<file path="src/rtl/rtc3w_pkg.sv">
package rtc3w_pkg;
  localparam int BYTE_W  = 8;
  localparam int ADDR_W  = 5;
  localparam int ADDR_LSB = 1;
  localparam int DIR_BIT  = 0;
  localparam int CNT_W    = $clog2(BYTE_W);
  localparam int RDC_W    = $clog2(BYTE_W + 1);

  typedef enum logic [2:0] {
    ST_IDLE  = 3'd0,
    ST_CMD   = 3'd1,
    ST_WDATA = 3'd2,
    ST_RDATA = 3'd3,
    ST_HOLD  = 3'd4
  } rtc3w_state_e;
endpackage

</file>
<file path="src/rtl/rtc3w_sync.sv">
module rtc3w_sync #(
  parameter int WIDTH  = 3,
  parameter int STAGES = 2
) (
  input  logic             clk_i,
  input  logic             rst_ni,
  input  logic [WIDTH-1:0] async_i,
  output logic [WIDTH-1:0] sync_o
);
  for (genvar b = 0; b < WIDTH; b++) begin : g_bit
    logic [STAGES-1:0] chain_q;
    always_ff @(posedge clk_i or negedge rst_ni) begin
      if (!rst_ni) chain_q <= '0;
      else         chain_q <= {chain_q[STAGES-2:0], async_i[b]};
    end
    assign sync_o[b] = chain_q[STAGES-1];
  end
endmodule

</file>
<file path="src/rtl/rtc3w_rx_shift.sv">
module rtc3w_rx_shift #(
  parameter int W = 8
) (
  input  logic         clk_i,
  input  logic         rst_ni,
  input  logic         clr_i,
  input  logic         shift_i,
  input  logic         bit_i,
  output logic [W-1:0] data_o
);
  logic [W-1:0] data_q, data_d;

  always_comb begin
    data_d = data_q;
    if (clr_i)        data_d = '0;
    else if (shift_i) data_d = {bit_i, data_q[W-1:1]};
  end

  always_ff @(posedge clk_i or negedge rst_ni) begin
    if (!rst_ni) data_q <= '0;
    else         data_q <= data_d;
  end

  assign data_o = data_q;
endmodule

</file>
<file path="src/rtl/rtc3w_tx_shift.sv">
module rtc3w_tx_shift #(
  parameter int W = 8
) (
  input  logic         clk_i,
  input  logic         rst_ni,
  input  logic         load_i,
  input  logic [W-1:0] load_data_i,
  input  logic         shift_i,
  output logic         bit_o
);
  logic [W-1:0] q, d;

  always_comb begin
    d = q;
    if (load_i)       d = load_data_i;
    else if (shift_i) d = {1'b0, q[W-1:1]};
  end

  always_ff @(posedge clk_i or negedge rst_ni) begin
    if (!rst_ni) q <= '0;
    else         q <= d;
  end

  assign bit_o = q[0];
endmodule

</file>
<file path="src/rtl/rtc3w_target.sv">
module rtc3w_target
  import rtc3w_pkg::*;
#(
  parameter int SYNC_STAGES = 2
) (
  input  logic              clk_i,
  input  logic              rst_ni,
  input  logic              ce_i,
  input  logic              sclk_i,
  input  logic              sdio_i,
  output logic              sdio_o,
  output logic              sdio_oe_o,
  output logic [ADDR_W-1:0] reg_addr_o,
  output logic              reg_we_o,
  output logic [BYTE_W-1:0] reg_wdata_o,
  input  logic [BYTE_W-1:0] reg_rdata_i
);
  localparam int EN_BIT = BYTE_W - 1;
  localparam logic [CNT_W-1:0] LAST_BIT = CNT_W'(BYTE_W - 1);
  localparam logic [RDC_W-1:0] RD_END   = RDC_W'(BYTE_W);

  // reset: asserted asynchronously, released on a clock edge
  logic [1:0] rst_sync_q;
  logic       rst_n;
  always_ff @(posedge clk_i or negedge rst_ni) begin
    if (!rst_ni) rst_sync_q <= 2'b00;
    else         rst_sync_q <= {rst_sync_q[0], 1'b1};
  end
  assign rst_n = rst_sync_q[1];

  // link input synchronizers and edge detection
  logic [2:0] pins_s;
  logic       ce_s, sclk_s, sd_s, sclk_prev_q, sclk_rise, sclk_fall;

  rtc3w_sync #(.WIDTH(3), .STAGES(SYNC_STAGES)) u_sync (
    .clk_i  (clk_i),
    .rst_ni (rst_n),
    .async_i({ce_i, sclk_i, sdio_i}),
    .sync_o (pins_s)
  );
  assign {ce_s, sclk_s, sd_s} = pins_s;

  always_ff @(posedge clk_i or negedge rst_n) begin
    if (!rst_n) sclk_prev_q <= 1'b0;
    else        sclk_prev_q <= sclk_s;
  end
  assign sclk_rise = sclk_s & ~sclk_prev_q;
  assign sclk_fall = ~sclk_s & sclk_prev_q;

  // frame state
  rtc3w_state_e      state_q, state_d;
  logic [CNT_W-1:0]  bit_cnt_q, bit_cnt_d;
  logic [RDC_W-1:0]  rd_cnt_q, rd_cnt_d;
  logic [ADDR_W-1:0] addr_q, addr_d;
  logic [BYTE_W-1:0] wdata_q, wdata_d, rx_data, cap_byte;
  logic              we_q, we_d, oe_q, oe_d;
  logic              rx_clr, rx_shift, tx_load, tx_shift;

  rtc3w_rx_shift #(.W(BYTE_W)) u_rx (
    .clk_i  (clk_i),
    .rst_ni (rst_n),
    .clr_i  (rx_clr),
    .shift_i(rx_shift),
    .bit_i  (sd_s),
    .data_o (rx_data)
  );

  rtc3w_tx_shift #(.W(BYTE_W)) u_tx (
    .clk_i      (clk_i),
    .rst_ni     (rst_n),
    .load_i     (tx_load),
    .load_data_i(reg_rdata_i),
    .shift_i    (tx_shift),
    .bit_o      (sdio_o)
  );

  // byte as it stands once the current rising-edge bit is included
  assign cap_byte = {sd_s, rx_data[BYTE_W-1:1]};

  always_comb begin
    state_d   = state_q;
    bit_cnt_d = bit_cnt_q;
    rd_cnt_d  = rd_cnt_q;
    addr_d    = addr_q;
    wdata_d   = wdata_q;
    oe_d      = oe_q;
    we_d      = 1'b0;
    rx_clr    = 1'b0;
    rx_shift  = 1'b0;
    tx_load   = 1'b0;
    tx_shift  = 1'b0;
    if (!ce_s) begin
      state_d   = ST_IDLE;
      oe_d      = 1'b0;
      bit_cnt_d = '0;
      rd_cnt_d  = '0;
      rx_clr    = 1'b1;
    end else begin
      unique case (state_q)
        ST_IDLE: begin
          state_d   = ST_CMD;
          bit_cnt_d = '0;
          rx_clr    = 1'b1;
        end
        ST_CMD: if (sclk_rise) begin
          rx_shift  = 1'b1;
          bit_cnt_d = bit_cnt_q + 1'b1;
          if (bit_cnt_q == LAST_BIT) begin
            bit_cnt_d = '0;
            if (!cap_byte[EN_BIT]) begin
              state_d = ST_HOLD;
            end else begin
              addr_d = cap_byte[ADDR_LSB +: ADDR_W];
              if (cap_byte[DIR_BIT]) begin
                state_d  = ST_RDATA;
                rd_cnt_d = '0;
              end else begin
                state_d = ST_WDATA;
              end
            end
          end
        end
        ST_WDATA: if (sclk_rise) begin
          rx_shift  = 1'b1;
          bit_cnt_d = bit_cnt_q + 1'b1;
          if (bit_cnt_q == LAST_BIT) begin
            we_d    = 1'b1;
            wdata_d = cap_byte;
            state_d = ST_HOLD;
          end
        end
        ST_RDATA: if (sclk_fall) begin
          if (rd_cnt_q == RD_END) begin
            oe_d    = 1'b0;
            state_d = ST_HOLD;
          end else begin
            if (rd_cnt_q == '0) begin
              tx_load = 1'b1;
              oe_d    = 1'b1;
            end else begin
              tx_shift = 1'b1;
            end
            rd_cnt_d = rd_cnt_q + 1'b1;
          end
        end
        default: ;
      endcase
    end
  end

  always_ff @(posedge clk_i or negedge rst_n) begin
    if (!rst_n) begin
      state_q   <= ST_IDLE;
      bit_cnt_q <= '0;
      rd_cnt_q  <= '0;
      addr_q    <= '0;
      wdata_q   <= '0;
      we_q      <= 1'b0;
      oe_q      <= 1'b0;
    end else begin
      state_q   <= state_d;
      bit_cnt_q <= bit_cnt_d;
      rd_cnt_q  <= rd_cnt_d;
      addr_q    <= addr_d;
      wdata_q   <= wdata_d;
      we_q      <= we_d;
      oe_q      <= oe_d;
    end
  end

  assign sdio_oe_o   = oe_q;
  assign reg_we_o    = we_q;
  assign reg_wdata_o = wdata_q;
  assign reg_addr_o  = addr_q;

  // write strobe lasts a single cycle and only follows a finished write
  a_r4_strobe_single: assert property (@(posedge clk_i) disable iff (!rst_ni)
    we_q |=> !we_q);
  a_r4_strobe_after_frame: assert property (@(posedge clk_i) disable iff (!rst_ni)
    we_q |-> state_q == ST_HOLD);
  // pad enable only in the read-data phase
  a_r6_oe_in_read: assert property (@(posedge clk_i) disable iff (!rst_ni)
    oe_q |-> state_q == ST_RDATA);
  // driven bit changes only after a falling serial clock edge
  a_r5_bit_stable: assert property (@(posedge clk_i) disable iff (!rst_ni)
    (oe_q && !sclk_fall) |=> $stable(sdio_o));
  // chip enable low forces idle with the pad released
  a_r8_abort: assert property (@(posedge clk_i) disable iff (!rst_ni)
    !ce_s |=> (state_q == ST_IDLE && !oe_q && !we_q));
  // idle never strobes nor drives
  a_r2_idle_quiet: assert property (@(posedge clk_i) disable iff (!rst_ni)
    (state_q == ST_IDLE) |-> (!we_q && !oe_q));
endmodule

</file>
<file path="config.mk">
export PLATFORM = sky130hd
export DESIGN_NAME = rtc3w_target
export DESIGN_NICKNAME = d
export VERILOG_FILES = /design/src/rtl/rtc3w_pkg.sv /design/src/rtl/rtc3w_sync.sv /design/src/rtl/rtc3w_rx_shift.sv /design/src/rtl/rtc3w_tx_shift.sv /design/src/rtl/rtc3w_target.sv
export SDC_FILE = /design/constraint.sdc
export NUM_CORES = 1
export LEC_CHECK = 0
export ABC_AREA = 1
export BUFFER_PORTS_ARGS = -buffer_cell sky130_fd_sc_hd__buf_4
export CORE_UTILIZATION = 57
export DETAILED_ROUTE_END_ITERATION = 6
export PLACE_DENSITY = 0.87
export SYNTH_ARGS = -nofsm -noshare
export SYNTH_HDL_FRONTEND = slang
export SYNTH_SLANG_ARGS = --single-unit
</file>
<file path="constraint.sdc">
create_clock -name clk_i -period 1.76 [get_ports clk_i]
set_clock_uncertainty 0.05 [all_clocks]
set_input_delay 0.528 -clock clk_i [delete_from_list [all_inputs] [get_ports clk_i]]
set_output_delay 0.528 -clock clk_i [all_outputs]
set_load 0.005 [all_outputs]
</file>
==> results.yml, run 1 <==
yosys:
  seq_area_frac_synth: 0.5188
  muxShareOfSynthArea: 0
  synth_seq_cells: 49
  synthAdderAreaFrac: 0.02118
  yosysWarningCount: 0
  synth_compound_area_frac: 0.05876
  ys_types: 27
  avgSynthCellArea_um2: 8.441
  synth_cells: 280
  netlist_area_um2: 2364
  synth-xor-area-share: 0.007411
  synth-simple-area-share: 0.3256
  synth_top_family_by_area: "simple AND/OR/NAND/NOR gates"
  syn-num-nets: 297
clock_network:
  h-tree-depth: 2
  clock-root-buffer: "clkbuf_8"
  clock_latency_ns: 0.31
  clock_sinks: 49
  cts_tree: "done"
  max-clock-path-buffers: 2
  path_clk_slew_ns: 0.09
  cts_buffers: 5
route:
  avgViaCountPerCell: 5.038
  first_iter_violations: 203
  firstDrtPassIters: 4
  drt-total-wl_um: 4366
  wl_per_cell_um: 11.86
  vias: 1854
  antenna_left: 0
  drc: 0
worst_setup_path:
  reg2reg_slack_ns: 0.18
  arrival_ns: 1.73
  ff2ff_path_depth: 10
  crit_required_ns: 1.91
  rr_endpoint: "rd_cnt_q[2]$_DFFE_PN0P_"
  cp-end-kind: "register"
  crit_type: "reg2reg"
  crit_fanout: 5
  crit_path_start_kind: "register"
  r2r-start: "rd_cnt_q[0]$_DFFE_PN0P_"
global_route:
  top_usage_layer: "met2"
  grt_start_max_net_pins: 27
  met1_usage: 0.3037
  overflow: 0
  use_met2: 0.3724
  grt_pass1_vias: 1714
  grt_usage: 0.2294
  grt_pass1_wl_um: 7596
  grtUsageMet3: 0.05172
  antenna_found_initial: 0
placement:
  gp_congestion: 0.8821
  io_buffers: 28
  dpl_cell_area_um2: 2643
  dpl.hpwl_um: 3171
outcome:
  status: "completed"
power_and_ir_drop:
  total_leakage_power_nw: 1.515
  power_density_nw_per_um2: 866.7
  ir_worst_vdd_v: 0.0005522
layout:
  drive_gt1_frac: 0.2296
  fin_nets: 334
  fin_util: 0.6935
  fin_area_um2: 2774
  final_common_cell: "nand2_1"
  final_cell_mix: "nand2_1 (109), dfrtp_1 (47), buf_4 (32)"
  antennaDiodeCount: 0
  area_growth_pct: 17.36
floorplan:
  dieArea_um2: 4408
  core_area_um2: 4000
  initial_core_util: 0.5909
  std_cell_rows: 23
  die_w_um: 66.40
  io_pins: 29
  fp.dieH_um: 66.40
sta:
  slew_violations: 0
  hold_viol: 0
  setup_viol_count_final: 0
  period_share: 0.9001
  max_freq_mhz: 631.2
  period_needed_ns: 1.584
  hold_ws_ns: 0.1893
worst_hold_path:
  worstHoldPathType: "reg2async"
flow_run:
  drv_cap: 0
critical path, stage by stage, from the launching register on:
cell and delay [ns]:
dfrtp_1 0.42, inv_1 0.06, ha_1 0.22, nand3_1 0.14
nand2_1 0.10, nand2_1 0.08, nand2_1 0.07, nand2_2 0.10
nand2_1 0.11, nand2_1 0.07, nand2_1 0.05
flip-flops by register name (all words and copies together), names as in the netlist:
signal and flops:
u_tx.q 8, u_rx.data_o 7, state_q 3, reg_wdata_o 8, rst_sync_q 2, u_sync.g_bit.chain_q 6
reg_we_o 1, sdio_oe_o 1, sclk_prev_q 1, reg_addr_o 5, rd_cnt_q 4, bit_cnt_q 3
area by class of cell:
type	instances	area [um2]
tap	50	62.56
multi-input combinational	197	984.7
clock inverter	3	46.29
sequential	49	1229
inverter	30	112.6
fill	319	1226
timing repair buffer	34	270.3
clock buffer	5	68.82
stage by stage:
| stage | setup slack, ns | cells | setup TNS (ns) | total power, mW |
|---|---|---|---|---|
| floorplan | 0.2451 | 280 | 0 | 1.509 |
| global placement | 0.2116 | 359 | 0 | 1.600 |
| detailed placement | 0.1631 | 359 | 0 | 1.608 |
| CTS | 0.1041 | 368 | 0 | 2.422 |
| global route | -0.006682 | 368 | -0.009241 | 2.538 |
| finish | 0.1758 | 368 | 0 | 2.404 |
kinds of logic (layout without fill, tap and decap cells):
kind of cell | count (synthesis) | after routing
flops | 49 | 49
compound gates | 19 | 19
other cells | 1 | 1
simple gates | 171 | 171
fa+ha+maj | 4 | 4
xor+xnor | 2 | 2
buf+inv | 34 | 72
cells in the mapped netlist, drive strengths merged:
library cell	n	area, um2
conb	1	3.750
a41oi	1	8.760
nor3	1	10.01
a21oi	2	21.27
ha	4	50.05
nand2	116	457.9
buf	4	45.04
inv	30	112.6
xor2	1	8.760
xnor2	1	8.760
nor2	23	138.9
or2	1	6.260
and3	1	6.260
o21ai	15	101.3
o31ai	1	7.510
nand3	29	150.1
dfrtp	49	1226
worst max-delay path by stage:
stage,start,end,slack (ns),cells past startpoint
4_1_cts,state_q[2]$_DFFE_PN0P_,reg_addr_o[0]$_DFFE_PN0P_,0.10,6
2_1_floorplan,rst_sync_q[1]$_DFF_PN0_,bit_cnt_q[0]$_DFFE_PN0P_,0.25,0
6_report,rd_cnt_q[0]$_DFFE_PN0P_,rd_cnt_q[2]$_DFFE_PN0P_,0.18,10
5_1_grt,state_q[0]$_DFFE_PN0P_,rd_cnt_q[3]$_DFFE_PN0P_,-0.007,9
3_3_place_gp,state_q[2]$_DFFE_PN0P_,reg_addr_o[4]$_DFFE_PN0P_,0.21,6
3_5_place_dp,state_q[2]$_DFFE_PN0P_,reg_addr_o[4]$_DFFE_PN0P_,0.16,6
routing by layer:
layer / vias up / part of all wire
li1: 943 / -
met1: 879 / 0.47
met2: 26 / 0.49
met3: 6 / 0.028
met4: 0 / 0.015
met5: - / 0
power by group:
part | total, mW | switching, mW | leakage, nW | internal [mW]
Sequential | 1.22 | 0.0619 | 0.660 | 1.16
Clock | 0.807 | 0.382 | 0.0543 | 0.425
Combinational | 0.372 | 0.254 | 0.801 | 0.118
Total | 2.40 | 0.698 | 1.51 | 1.71
timing repair:
item / in CTS / in global routing
hold buffers: 1 / 0
buffers inserted: 0 / 0
endpoints found under the setup margin: 0 / 9
resized for setup: 0 / 2
endpoints found under the hold margin: 2 / 0
Note: power is estimated with default switching activity, not from simulation.
==> run 2, diff against run 1 <==
- PLACE_DENSITY: 0.87 -> 0.89
==> run 2 against run 1 <==
Worst setup slack got worse by 0.045 ns. Register-to-register slack got worse by 0.04 ns. Clock power decreased by 13%. Worst hold slack lost 0.055 ns. Sequential power about the same. Largest power group unchanged. Power down 3.9%. Core utilization is 0.094 points lower.
==> results.yml, run 2 (synthesis gave the netlist of run 1 again) <==
floorplan:
  dieArea_um2: 4408
  initial_core_util: 0.5909
  fp.dieH_um: 66.40
  die_w_um: 66.40
  core_area_um2: 4000
  std_cell_rows: 23
  io_pins: 29
layout:
  antennaDiodeCount: 0
  fin_nets: 335
  fin_cells: 369
  final_common_cell: "nand2_1"
  final_cell_mix: "nand2_1 (108), dfrtp_1 (47), buf_4 (32)"
  n_fill_cell: 309
  area_growth_pct: 17.20
  drive_gt1_frac: 0.2351
route:
  wl_per_cell_um: 11.51
  firstDrtPassIters: 4
  drt-total-wl_um: 4248
  antenna_left: 0
  first_iter_violations: 183
  drc: 0
  avgViaCountPerCell: 5.057
  vias: 1866
power_and_ir_drop:
  comb_power_share: 0.164
  power_frac_clock: 0.305
  switching_share: 0.3193
  p_sw_mw: 0.7377
  power_density_nw_per_um2: 834.0
  ir_worst_vdd_v: 0.0006138
  seqPwrFrac: 0.531
  p_int_mw: 1.573
  total_leakage_power_nw: 1.517
worst_setup_path:
  arrival_ns: 1.84
  cp-end-kind: "register"
  crit_type: "reg2reg"
  crit_path_frequent_cell: "nand2_1"
  crit_path_start_kind: "register"
  crit_fanout: 7
  path_cells: "nor2_2, nor2_1, nor2_2, inv_1, nand2_1, nand2_1, nand2_1"
  slowest_stage: "dfrtp_1"
  critPathMaxStageDelay_ns: 0.48
  crit_buf_inv: 1
  crit_required_ns: 1.97
  path_delay_family: "simple AND/OR/NAND/NOR gates"
clock_network:
  cts_buffers: 5
  clock-root-buffer: "clkbuf_8"
  h-tree-depth: 2
  max-clock-path-buffers: 2
  cts_tree: "done"
  clock_sinks: 49
  clock_latency_ns: 0.32
  path_clk_slew_ns: 0.10
sta:
  worst_slack_ns: 0.1311
  slew_violations: 0
  period_needed_ns: 1.629
  rsz0062_at_grt: "no"
  setup_viol_count_final: 0
  finalSetupTns_ns: 0
  period_share: 0.9255
  hold_viol: 0
  max_freq_mhz: 613.9
placement:
  place_ws_ns: 0.1661
  dpl.hpwl_um: 3090
  place_inst: 358
  gp_congestion: 0.9278
  io_buffers: 28
global_route:
  overflow: 0
  grt_pass1_wl_um: 7182
  antenna_found_initial: 0
  grt_start_max_net_pins: 33
  grt_pass1_vias: 1627
  grt_usage: 0.2207
worst_hold_path:
  worstHoldPathType: "reg2async"
outcome:
  status: "completed"
flow_run:
  drv_cap: 0
==> run 2: cell types whose count changed in the layout (fill, tap and decap cells not counted), sizes merged <==
cell	delta
buf	+1
clkinv	-1
bufinv	-1
inv	+2
==> run 2: power by group through the flow <==
stage / Sequential [mW] / Clock (mW) / Combinational (mW)
after global routing: 1.23 / 0.760 / 0.435
after CTS: 1.23 / 0.717 / 0.374
after global placement: 1.24 / 0 / 0.355
final: 1.23 / 0.704 / 0.379
after floorplan: 1.24 / 0 / 0.271
after detailed placement: 1.24 / 0 / 0.368
==> run 2: final timing paths <==
check                      cells past startpoint                                    to               startpoint  slack, ns
setup / recovery                               7              bit_cnt_q[1]$_DFFE_PN0P_   state_q[2]$_DFFE_PN0P_       0.13
hold / removal                                 0  u_sync.g_bit[0].chain_q[1]$_DFF_PN0_  rst_sync_q[1]$_DFF_PN0_       0.13
setup reg to reg                               7              bit_cnt_q[1]$_DFFE_PN0P_   state_q[2]$_DFFE_PN0P_       0.13
hold reg to reg                                0  u_sync.g_bit[0].chain_q[1]$_DFF_PN0_  rst_sync_q[1]$_DFF_PN0_       0.13
max in group asynchronous                      1                state_q[0]$_DFFE_PN0P_  rst_sync_q[1]$_DFF_PN0_       1.03
min in group clk_i                             1  u_sync.g_bit[0].chain_q[0]$_DFF_PN0_                   sdio_i       0.26
==> run 2: cell type report <==
cell class / instances / area, um2 / share of cell area
Sequential cell: 49 / 1229 / 0.4435
Multi-Input combinational cell: 197 / 982.2 / 0.3546
Timing Repair Buffer: 35 / 290.3 / 0.1048
Inverter: 30 / 112.6 / 0.04065
Clock buffer: 5 / 68.82 / 0.02484
Tap cell: 50 / 62.56 / 0.02258
Clock inverter: 3 / 25.02 / 0.009033
==> run 2: through the flow <==
stage | hold slack, ns | power (mW) | utilization | instance area, um2
global placement | 0.1390 | 1.596 | 0.6619 | 2648
global route | 0.1682 | 2.429 | 0.6925 | 2770
finish | 0.1345 | 2.310 | 0.6925 | 2770
detailed placement | 0.1432 | 1.613 | 0.6619 | 2648
floorplan | 0.1824 | 1.509 | - | 2364
CTS | 0.1541 | 2.316 | 0.6878 | 2751
==> run 2: repair_timing <==
| item | CTS | global route |
|---|---|---|
| gates resized for setup | 0 | 2 |
| buffers inserted | 0 | 2 |
| hold buffers | 1 | 0 |
| endpoints found under the setup margin | 0 | 8 |
| hold endpoints to repair | 2 | 0 |
==> run 2: routing by layer <==
| layer | vias to the layer above | part of all wire | global-route usage |
|---|---|---|---|
| li1 | 950 | - | - |
| met1 | 867 | 0.46 | 0.2862 |
| met2 | 41 | 0.48 | 0.3406 |
| met3 | 8 | 0.036 | 0.06379 |
| met4 | 0 | 0.021 | 0.09840 |
| met5 | - | 0 | 0 |
